$ cat config.mk
export PLATFORM = sky130hd
export DESIGN_NAME = cfg_access_gate
export DESIGN_NICKNAME = d
export VERILOG_FILES = /design/src/rtl/cfg_access_pkg.sv /design/src/rtl/cfg_access_decode.sv /design/src/rtl/cfg_access_ram.sv /design/src/rtl/cfg_access_idrom.sv /design/src/rtl/cfg_access_gate.sv
export SDC_FILE = /design/constraint.sdc
export NUM_CORES = 1
export LEC_CHECK = 0
export CAP_MARGIN = 20
export CORE_ASPECT_RATIO = 1.4
export CORE_MARGIN = 2
export CORE_UTILIZATION = 49
export DETAILED_ROUTE_END_ITERATION = 6
export PLACE_DENSITY_LB_ADDON = 0.05
export SLEW_MARGIN = 10
export SYNTH_ARGS = -nofsm -noshare
export SYNTH_HDL_FRONTEND = slang
export SYNTH_SLANG_ARGS = --single-unit
$ cat constraint.sdc
create_clock -name clk -period 2.6 [get_ports clk]
set_clock_uncertainty 0.2 [all_clocks]
set_input_delay 0.26 -clock clk [delete_from_list [all_inputs] [get_ports clk]]
set_output_delay 0.26 -clock clk [all_outputs]
set_load 0.02 [all_outputs]
$ cat src/rtl/cfg_access_pkg.sv
package cfg_access_pkg;
  typedef enum logic [1:0] {
    RG_CFG = 2'd0,
    RG_EXT = 2'd1,
    RG_ID  = 2'd2
  } region_e;
endpackage

$ cat src/rtl/cfg_access_decode.sv
module cfg_access_decode
  import cfg_access_pkg::*;
#(
  parameter int AW       = 7,
  parameter int DW       = 8,
  parameter int CFG_LAST = 12,
  parameter int ID_BASE  = 120,
  parameter int TMO_ADDR = 124,
  parameter int TMO_KEY  = 7
) (
  input  logic [AW-1:0] addr,
  input  logic          write,
  input  logic [DW-1:0] wdata,
  input  logic          eep,
  input  logic [1:0]    prot,
  output region_e       region,
  output logic          accept,
  output logic          special
);
  localparam logic [AW-1:0] A_LAST = AW'(CFG_LAST);
  localparam logic [AW-1:0] A_ID   = AW'(ID_BASE);
  localparam logic [AW-1:0] A_TMO  = AW'(TMO_ADDR);
  localparam logic [DW-1:0] K_TMO  = DW'(TMO_KEY);

  logic [1:0] eff_prot;
  logic       open_rd;
  logic       open_wr;

  // Fallback mode behaves as protection level zero.
  assign eff_prot = eep ? prot : 2'd0;
  assign open_wr  = (eff_prot == 2'd0);
  assign open_rd  = (eff_prot <= 2'd1);
  assign special  = write && (addr == A_TMO) && (wdata == K_TMO);

  always_comb begin
    if (addr <= A_LAST)     region = RG_CFG;
    else if (addr >= A_ID)  region = RG_ID;
    else                    region = RG_EXT;
  end

  always_comb begin
    unique case (region)
      RG_CFG:  accept = write ? open_wr : open_rd;
      RG_EXT:  accept = eep && (write ? open_wr : open_rd);
      RG_ID:   accept = !write || special;
      default: accept = 1'b0;
    endcase
  end
endmodule

$ cat src/rtl/cfg_access_ram.sv
module cfg_access_ram #(
  parameter int N  = 13,
  parameter int DW = 8,
  localparam int IW = $clog2(N)
) (
  input  logic            clk,
  input  logic            rst_n,
  input  logic            we,
  input  logic [IW-1:0]   idx,
  input  logic [DW-1:0]   wdata,
  output logic [DW-1:0]   rdata,
  output logic [N*DW-1:0] image
);
  logic [DW-1:0] mem [N];

  for (genvar i = 0; i < N; i++) begin : g_cell
    always_ff @(posedge clk or negedge rst_n) begin
      if (!rst_n)                          mem[i] <= '0;
      else if (we && (idx == IW'(i)))      mem[i] <= wdata;
    end
    assign image[i*DW +: DW] = mem[i];
  end

  always_comb begin
    rdata = '0;
    for (int i = 0; i < N; i++)
      if (idx == IW'(i)) rdata = mem[i];
  end
endmodule

$ cat src/rtl/cfg_access_idrom.sv
module cfg_access_idrom #(
  parameter int          DW      = 8,
  parameter int          N       = 8,
  parameter logic [N*DW-1:0] ID_WORD = '0,
  localparam int         IW      = $clog2(N)
) (
  input  logic [IW-1:0] idx,
  output logic [DW-1:0] rdata
);
  always_comb begin
    rdata = '0;
    for (int i = 0; i < N; i++)
      if (idx == IW'(i)) rdata = ID_WORD[i*DW +: DW];
  end
endmodule

$ cat src/rtl/cfg_access_gate.sv
module cfg_access_gate
  import cfg_access_pkg::*;
#(
  parameter int          AW       = 7,
  parameter int          DW       = 8,
  parameter int          CFG_LAST = 12,
  parameter int          ID_BASE  = 120,
  parameter int          ID_N     = 8,
  parameter int          TMO_ADDR = 124,
  parameter int          TMO_KEY  = 7,
  parameter logic [63:0] ID_WORD  = 64'hC54E_1702_10D0_3A69,
  localparam int         CFG_N    = CFG_LAST + 1,
  localparam int         CIW      = $clog2(CFG_N),
  localparam int         RIW      = $clog2(ID_N)
) (
  input  logic                clk,
  input  logic                rst_n,
  input  logic                eeprom_present,
  input  logic [1:0]          prot_level,
  input  logic                cfg_tmo_short,
  input  logic                req_valid,
  output logic                req_ready,
  input  logic                req_write,
  input  logic [AW-1:0]       req_addr,
  input  logic [DW-1:0]       req_wdata,
  output logic                rsp_valid,
  input  logic                rsp_ready,
  output logic                rsp_ack,
  output logic [DW-1:0]       rsp_rdata,
  output logic                ext_we,
  output logic                ext_re,
  output logic [AW-1:0]       ext_addr,
  output logic [DW-1:0]       ext_wdata,
  input  logic [DW-1:0]       ext_rdata,
  output logic                cfg_reset,
  output logic                tmo_short,
  output logic [CFG_N*DW-1:0] cfg_image
);
  region_e       region;
  logic          accept;
  logic          special;
  logic          fire;
  logic          ram_we;
  logic [DW-1:0] ram_rdata;
  logic [DW-1:0] rom_rdata;
  logic [DW-1:0] rd_mux;
  logic          short_flag;

  cfg_access_decode #(
    .AW(AW), .DW(DW), .CFG_LAST(CFG_LAST), .ID_BASE(ID_BASE),
    .TMO_ADDR(TMO_ADDR), .TMO_KEY(TMO_KEY)
  ) u_decode (
    .addr(req_addr), .write(req_write), .wdata(req_wdata),
    .eep(eeprom_present), .prot(prot_level),
    .region(region), .accept(accept), .special(special)
  );

  cfg_access_ram #(.N(CFG_N), .DW(DW)) u_ram (
    .clk(clk), .rst_n(rst_n), .we(ram_we), .idx(req_addr[CIW-1:0]),
    .wdata(req_wdata), .rdata(ram_rdata), .image(cfg_image)
  );

  cfg_access_idrom #(.DW(DW), .N(ID_N), .ID_WORD(ID_WORD[ID_N*DW-1:0])) u_rom (
    .idx(req_addr[RIW-1:0]), .rdata(rom_rdata)
  );

  // One request in flight; a new one is taken as the held response leaves.
  assign req_ready = !rsp_valid || rsp_ready;
  assign fire      = req_valid && req_ready;
  assign ram_we    = fire && accept && req_write && (region == RG_CFG);
  assign ext_we    = fire && accept && req_write  && (region == RG_EXT);
  assign ext_re    = fire && accept && !req_write && (region == RG_EXT);
  assign ext_addr  = req_addr;
  assign ext_wdata = req_wdata;

  always_comb begin
    unique case (region)
      RG_CFG:  rd_mux = ram_rdata;
      RG_EXT:  rd_mux = ext_rdata;
      RG_ID:   rd_mux = rom_rdata;
      default: rd_mux = '0;
    endcase
  end

  always_ff @(posedge clk or negedge rst_n) begin
    if (!rst_n) begin
      rsp_valid <= 1'b0;
      rsp_ack   <= 1'b0;
      rsp_rdata <= '0;
    end else if (fire) begin
      rsp_valid <= 1'b1;
      rsp_ack   <= accept;
      rsp_rdata <= (accept && !req_write) ? rd_mux : '0;
    end else if (rsp_ready) begin
      rsp_valid <= 1'b0;
    end
  end

  always_ff @(posedge clk or negedge rst_n) begin
    if (!rst_n) cfg_reset <= 1'b0;
    else        cfg_reset <= ram_we && (req_addr == '0);
  end

  // A key write sets the flag; the internal reset pulse clears it.
  always_ff @(posedge clk or negedge rst_n) begin
    if (!rst_n)                  short_flag <= 1'b0;
    else if (fire && special)    short_flag <= 1'b1;
    else if (cfg_reset)          short_flag <= 1'b0;
  end

  assign tmo_short = short_flag || (eeprom_present && cfg_tmo_short);

  a_r2_hold: assert property (@(posedge clk) disable iff (!rst_n)
    (rsp_valid && !rsp_ready) |=> (rsp_valid && $stable(rsp_ack) && $stable(rsp_rdata)));

  a_r2_busy: assert property (@(posedge clk) disable iff (!rst_n)
    (rsp_valid && !rsp_ready) |-> !req_ready);

  a_r4_single_pulse: assert property (@(posedge clk) disable iff (!rst_n)
    cfg_reset |=> !cfg_reset);

  a_r13_nack_zero: assert property (@(posedge clk) disable iff (!rst_n)
    (rsp_valid && !rsp_ack) |-> (rsp_rdata == '0));

  a_r7_quiet_bank: assert property (@(posedge clk) disable iff (!rst_n)
    !eeprom_present |-> (!ext_we && !ext_re));

  a_r8_one_strobe: assert property (@(posedge clk) disable iff (!rst_n)
    $onehot0({ext_we, ext_re}));

  a_r12_flag_drop: assert property (@(posedge clk) disable iff (!rst_n)
    (cfg_reset && !fire && !(eeprom_present && cfg_tmo_short)) |=> !tmo_short);
endmodule

# After elaboration in Yosys (flattened, before gate mapping)
# Cells that the tools add are included.
[word_totals] register_bits=116 wordCells=115 output_inout_bits=134
[op_classes] n_reduce_logical=39 order_cmp=3 n_mux=32 n_eq_ne=23
[ops] cell="$mux 8" count=20
[ops] cell="$logic_and 1x1->1" count=27
[ops] cell="$pmux 8 s3" count=1
[ops] cell="$eq 4x4->1 const B" count=5
[ops] cell="$eq 4x3->1 const B" count=4
[ops] cell="$mux 7" count=2
[ops] cell="$eq 3x3->1 const B" count=4
[ops] cell="$eq 4x2->1 const B" count=2
[ops] cell="$eq 8x3->1 const B" count=1
[ops] cell="$eq 7x7->1 const B" count=1
[ops] cell="$ge 7x7->1 const B" count=1
[ops] cell="$le 7x4->1 const B" count=1
[ops] cell="$logic_not 7->1" count=1
[ops] cell="$eq 3x2->1 const B" count=2
[ops] cell="$mux 2" count=3
[ops] cell="$mux 1" count=5
[ops] cell="$eq 4x1->1 const B" count=1
[ops] cell="$logic_not 2->1" count=2
[ops] cell="$logic_not 4->1" count=1
[ops] cell="$reduce_bool 2->1" count=2
[ops] cell="$eq 3x1->1 const B" count=1
[ops] cell="$logic_not 3->1" count=1
[ops] cell="$logic_or 1x1->1" count=3
[ops] cell="$pmux 1 s3" count=1
[ops] cell="4 further kinds" count=5

# Longest topological paths before layout
[logic_depth] depth_word=16 mapped_depth=8 depth_no_buf=5

# Hierarchy
# A second synthesis with hierarchy kept.
[hier_totals] cells_unflattened=490 hier_area_um2=6084.6
[by_module_without_submodules] mod="cfg_access_ram" cells_each=371 instances=1 area_each_um2=5031.1
[by_module_without_submodules] mod="cfg_access_gate" cells_each=87 instances=1 area_each_um2=850.8
[by_module_without_submodules] mod="cfg_access_decode" cells_each=18 instances=1 area_each_um2=127.6
[by_module_without_submodules] mod="cfg_access_idrom" cells_each=14 instances=1 area_each_um2=75.1

# Least setup slack after synthesis
# No wires, ideal clock.
[synth_timing] kind="register to register" start="register rsp_valid" end="register u_ram.mem (netlist bit u_ram.image[23])" setup_ns=0.125 period_less_slack_ns=2.532 stages_incl_launch_ff=7 path_slack_ns=0.068 arrival_ns=2.207 n_path_buf=1 t_required_ns=2.275 path_cell_list="dfrtp_1 > nand2b_1 > nand4_1 > or4_1 > buf_2 > nor3b_4 > mux2_2"
[synth_via] elab_chain_len=7
[synth_lines] item="from (decl)" line_no="cfg_access_gate.sv:26" text="output logic rsp_valid,"
[synth_lines] item="from (signal assigned)" line_no="cfg_access_gate.sv:87" text="rsp_valid <= 1'b0;"
[synth_lines] item="from (signal assigned)" line_no="cfg_access_gate.sv:91" text="rsp_valid <= 1'b1;"
[synth_lines] item="from (signal assigned)" line_no="cfg_access_gate.sv:95" text="rsp_valid <= 1'b0;"
[synth_lines] item="$logic_not 1->1" line_no="cfg_access_gate.sv:68" text="assign req_ready = !rsp_valid || rsp_ready;"
[synth_lines] item="$logic_or 1x1->1" line_no="cfg_access_gate.sv:68"
[synth_lines] item="via req_ready" line_no="cfg_access_gate.sv:22" text="output logic req_ready,"
[synth_lines] item="$logic_and 1x1->1" line_no="cfg_access_gate.sv:69" text="assign fire = req_valid && req_ready;"
[synth_lines] item="$logic_and 1x1->1 (3 in a row)" line_no="cfg_access_gate.sv:70" text="assign ram_we = fire && accept && req_write && (region == RG_CFG);"
[synth_lines] item="$logic_and 1x1->1" line_no="cfg_access_ram.sv:19" text="else if (we && (idx == IW'(i))) mem[i] <= wdata;"
[synth_lines] item="to (signal, indexed assignment)" line_no="cfg_access_ram.sv:19"
[synth_lines] item="to (decl)" line_no="cfg_access_ram.sv:14" text="logic [DW-1:0] mem [N];"
# The timed path passes the listed nets, and every way through them passes these cells.
# A chain may end at the register's enable or synchronous reset.

# Worst setup path in the final report
[layout_timing] start="input port req_addr[5]" end="output port ext_re"
[layout_via] elab_chain_len=8
[layout_lines] item="from (decl)" line_no="cfg_access_gate.sv:24" text="input logic [AW-1:0] req_addr,"
[layout_lines] item="$ge 7x7->1 / $eq 7x7->1 (equally long branches)" line_no="cfg_access_decode.sv:37, cfg_access_decode.sv:33"
[layout_lines] item="$mux 2 / $logic_and 1x1->1 (equally long branches)" line_no="cfg_access_decode.sv:37, cfg_access_decode.sv:33"
[layout_lines] item="$mux 2 / $logic_and 1x1->1 (equally long branches)" line_no="cfg_access_decode.sv:36, cfg_access_decode.sv:33"
[layout_lines] item="$eq 2x2->1 (tied with other cells)" line_no="cfg_access_decode.sv:42" text="unique case (region)"
[layout_lines] item="$pmux 1 s3" line_no="cfg_access_decode.sv:42"
[layout_lines] item="$logic_and 1x1->1 (2 in a row)" line_no="cfg_access_gate.sv:72" text="assign ext_re = fire && accept && !req_write && (region == RG_EXT);"
[layout_lines] item="$logic_and 1x1->1 (*)" line_no="cfg_access_gate.sv:72"
[layout_lines] item="to (decl)" line_no="cfg_access_gate.sv:31" text="output logic ext_re,"
# Mark *: on every way between the ends. The rest lies on a longest branch, timed or not.

==> results.toml <==
[outcome]
status = "completed"

[synthesis]
syn_inst = 494
ys_types = 59
netlist_area_um2 = 5960
synthAdderAreaFrac = 0
yosysSeqAreaShare = 0.487
syn_nets = 526
synth_edf_count = 0
synthMuxAreaShare = 0.262
synth_top_family_by_area = "multiplexers"
synth_compound_area_frac = 0.109
synth_top_flop_cell = "dfrtp_1"
synth-simple-area-share = 0.0972
ys_seq_elements = 116
ys.warnings.count = 0
async_reset_ff_frac = 1.00
synthXorXnorAreaFrac = 0
avgSynthCellArea_um2 = 12.1

[cts]
root_buffer = "clkbuf_16"
cts_num_sinks = 116
numCtsBuffers = 17
htreeDepth = 4
clk_pin_slew_worst_paths_ns = 0.06
clk_latency_ns = 0.42
cts_tree = "built"
clk_path_buf_depth = 2

[timing]
report.final.setup_viol = 0
rsz0062_at_grt = "no"
fin_crit_ns = 2.47
hold_violations = 0
drv_slew = 0
finalSetupTns_ns = 0
max_slew_margin = 0.492
hold_ws_ns = 0.223
max_freq_mhz = 406
worst_slew_pin_slew_ns = 0.762
fin_crit_sh = 0.948

[critical_path]
cp.required_ns = 2.14
criticalPathCategory = "in2out"
crit_fanout = 3
max_stage_delay_ns = 0.46
critPathLaunchType = "input port"
cp_slowest_cell = "clkdlybuf4s50_1"
cp.arrival_ns = 2.01
cp_top_family = "buffers and inverters"
path_buf_inv = 3
crit_chain = "clkdlybuf4s50_1 > nor3_2 > buf_4 > nand3b_1 > a311o_1 > nor2_1 > clkdlybuf4s15_1"
worstSetupEndpointType = "output pin"

[drt]
via_per_inst = 6.01
routed_wl_um = 19700
wire_per_inst_um = 22.9
final_antenna_net_count = 0
drc_errors = 0
num_vias = 5172
first_pass_iters = 5
dr.first_iter.drc_count = 349

[floorplanning]
core_region_area_um2 = 11800
die_w_um = 97.2
ios = 166
fp.dieH_um = 134
start_util = 0.504
dieArea_um2 = 13100
rows = 47

[final_layout]
layout_common_cells = "clkdlybuf4s50_1 (160), dfrtp_1 (116), mux2_2 (107), buf_4 (64), nor2_1 (27)"
fin_util = 0.744
drive_gt1_frac = 0.327
area_growth_pct = 47.6
fin_nets = 732
fin_cells = 860
layout_commonest_cell = "clkdlybuf4s50_1"
n_antenna_cell = 0

[pwr]
leakagePower_nw = 4.03
pwr_density_cell_nw_per_um2 = 583
ir_drop_v = 0.000471

[global_routing]
grt_use_total = 0.311
grt_overflow = 0
grt_pass1_wl_um = 30900
antenna_found_initial = 0
grt_pass1_vias = 5360
grt_start_max_net_pins = 55

[min_path]
hold_class = "in2async"

[placement]
io_buffers = 165
place_congestion = 0.928
dp.cells = 827
hpwl_um = 14300

[job]
maxCapViolations = 0
## sequential cells by signal, indices dropped and copies added (netlist names)
name	count
rsp_rdata	8
short_flag	1
u_ram.image	104
rsp_valid	1
rsp_ack	1
cfg_reset	1
## timing repair
action	CTS	global route
setup buffers	0	0
resized for setup	3	4
endpoints found under the hold margin	51	0
hold buffers	1	0
endpoints found under the setup margin	3	2
## cell usage after synthesis (4+ instances only)
| master | count | area [um2] |
|---|---|---|
| mux2_2 | 107 | 1200 |
| buf_2 | 4 | 20.0 |
| nor2_1 | 27 | 101 |
| o2bb2ai_1 | 5 | 43.8 |
| a2bb2oi_1 | 6 | 52.6 |
| nand2b_1 | 6 | 37.5 |
| a221oi_1 | 5 | 43.8 |
| buf_1 | 5 | 18.8 |
| nor2b_1 | 8 | 50.1 |
| nand3b_1 | 7 | 52.6 |
| nand2_1 | 24 | 90.1 |
| a22oi_1 | 6 | 45.0 |
| o21ai_0 | 16 | 80.1 |
| clkbuf_1 | 23 | 86.3 |
| dfrtp_1 | 116 | 2900 |
| buf_4 | 16 | 120 |
| mux4_2 | 7 | 158 |
| a21oi_1 | 19 | 95.1 |
| o311ai_0 | 4 | 35.0 |
| mux2i_1 | 20 | 200 |
## cell type report
type,instances,area [um2]
fill,827,3020
sequential,116,2900
multi-input combinational,327,2800
timing repair buffer,236,2260
clock buffer,19,453
clock inverter,13,195
tap,147,184
inverter,2,7.51
## cell families after synthesis
group                  Yosys count
AO/OA/AOI/OAI                   92
multiplexers                   134
AND/OR/NAND/NOR                101
buffers and inverters           51
flip-flops                     116
## final timing paths
path / startpoint / to / slack [ns] / cells after the start
max in group asynchronous: rst_n / u_ram.image[28]$_DFFE_PN0P_ / 1.24 / 3
setup reg to reg: rsp_valid$_DFFE_PN0P_ / u_ram.image[47]$_DFFE_PN0P_ / 0.28 / 8
min in group clk: rsp_ack$_DFFE_PN0P_ / rsp_ack$_DFFE_PN0P_ / 0.28 / 1
setup / recovery: req_addr[5] / ext_re / 0.13 / 7
hold / removal: rst_n / short_flag$_DFFE_PN0P_ / 0.22 / 2
hold reg to reg: rsp_ack$_DFFE_PN0P_ / rsp_ack$_DFFE_PN0P_ / 0.28 / 1
## metal layers
metal  up-vias  track usage  part of all wire
met5         -            0                 0
li1       2245            -                 -
met3        55       0.0631             0.067
met1      2612        0.386              0.39
met4         0        0.142             0.041
met2       260        0.527              0.50
## where the power goes
group | internal [mW] | switching (mW) | total [mW]
clock | 1.67 | 0.893 | 2.56
sequential | 1.86 | 0.0461 | 1.91
combinational | 0.308 | 0.358 | 0.666
total | 3.84 | 1.30 | 5.13
## stage by stage
stage               area [um2]  setup slack, ns  total power [mW]
global route              8800           0.0116              5.28
detailed placement        8140           -0.486              2.60
floorplan                 5960           0.0683              2.25
global placement          8140           -0.483              2.59
CTS                       8800            0.104              5.15
finish                    8800            0.135              5.13
No activity file was read; power rests on OpenSTA's default activity.
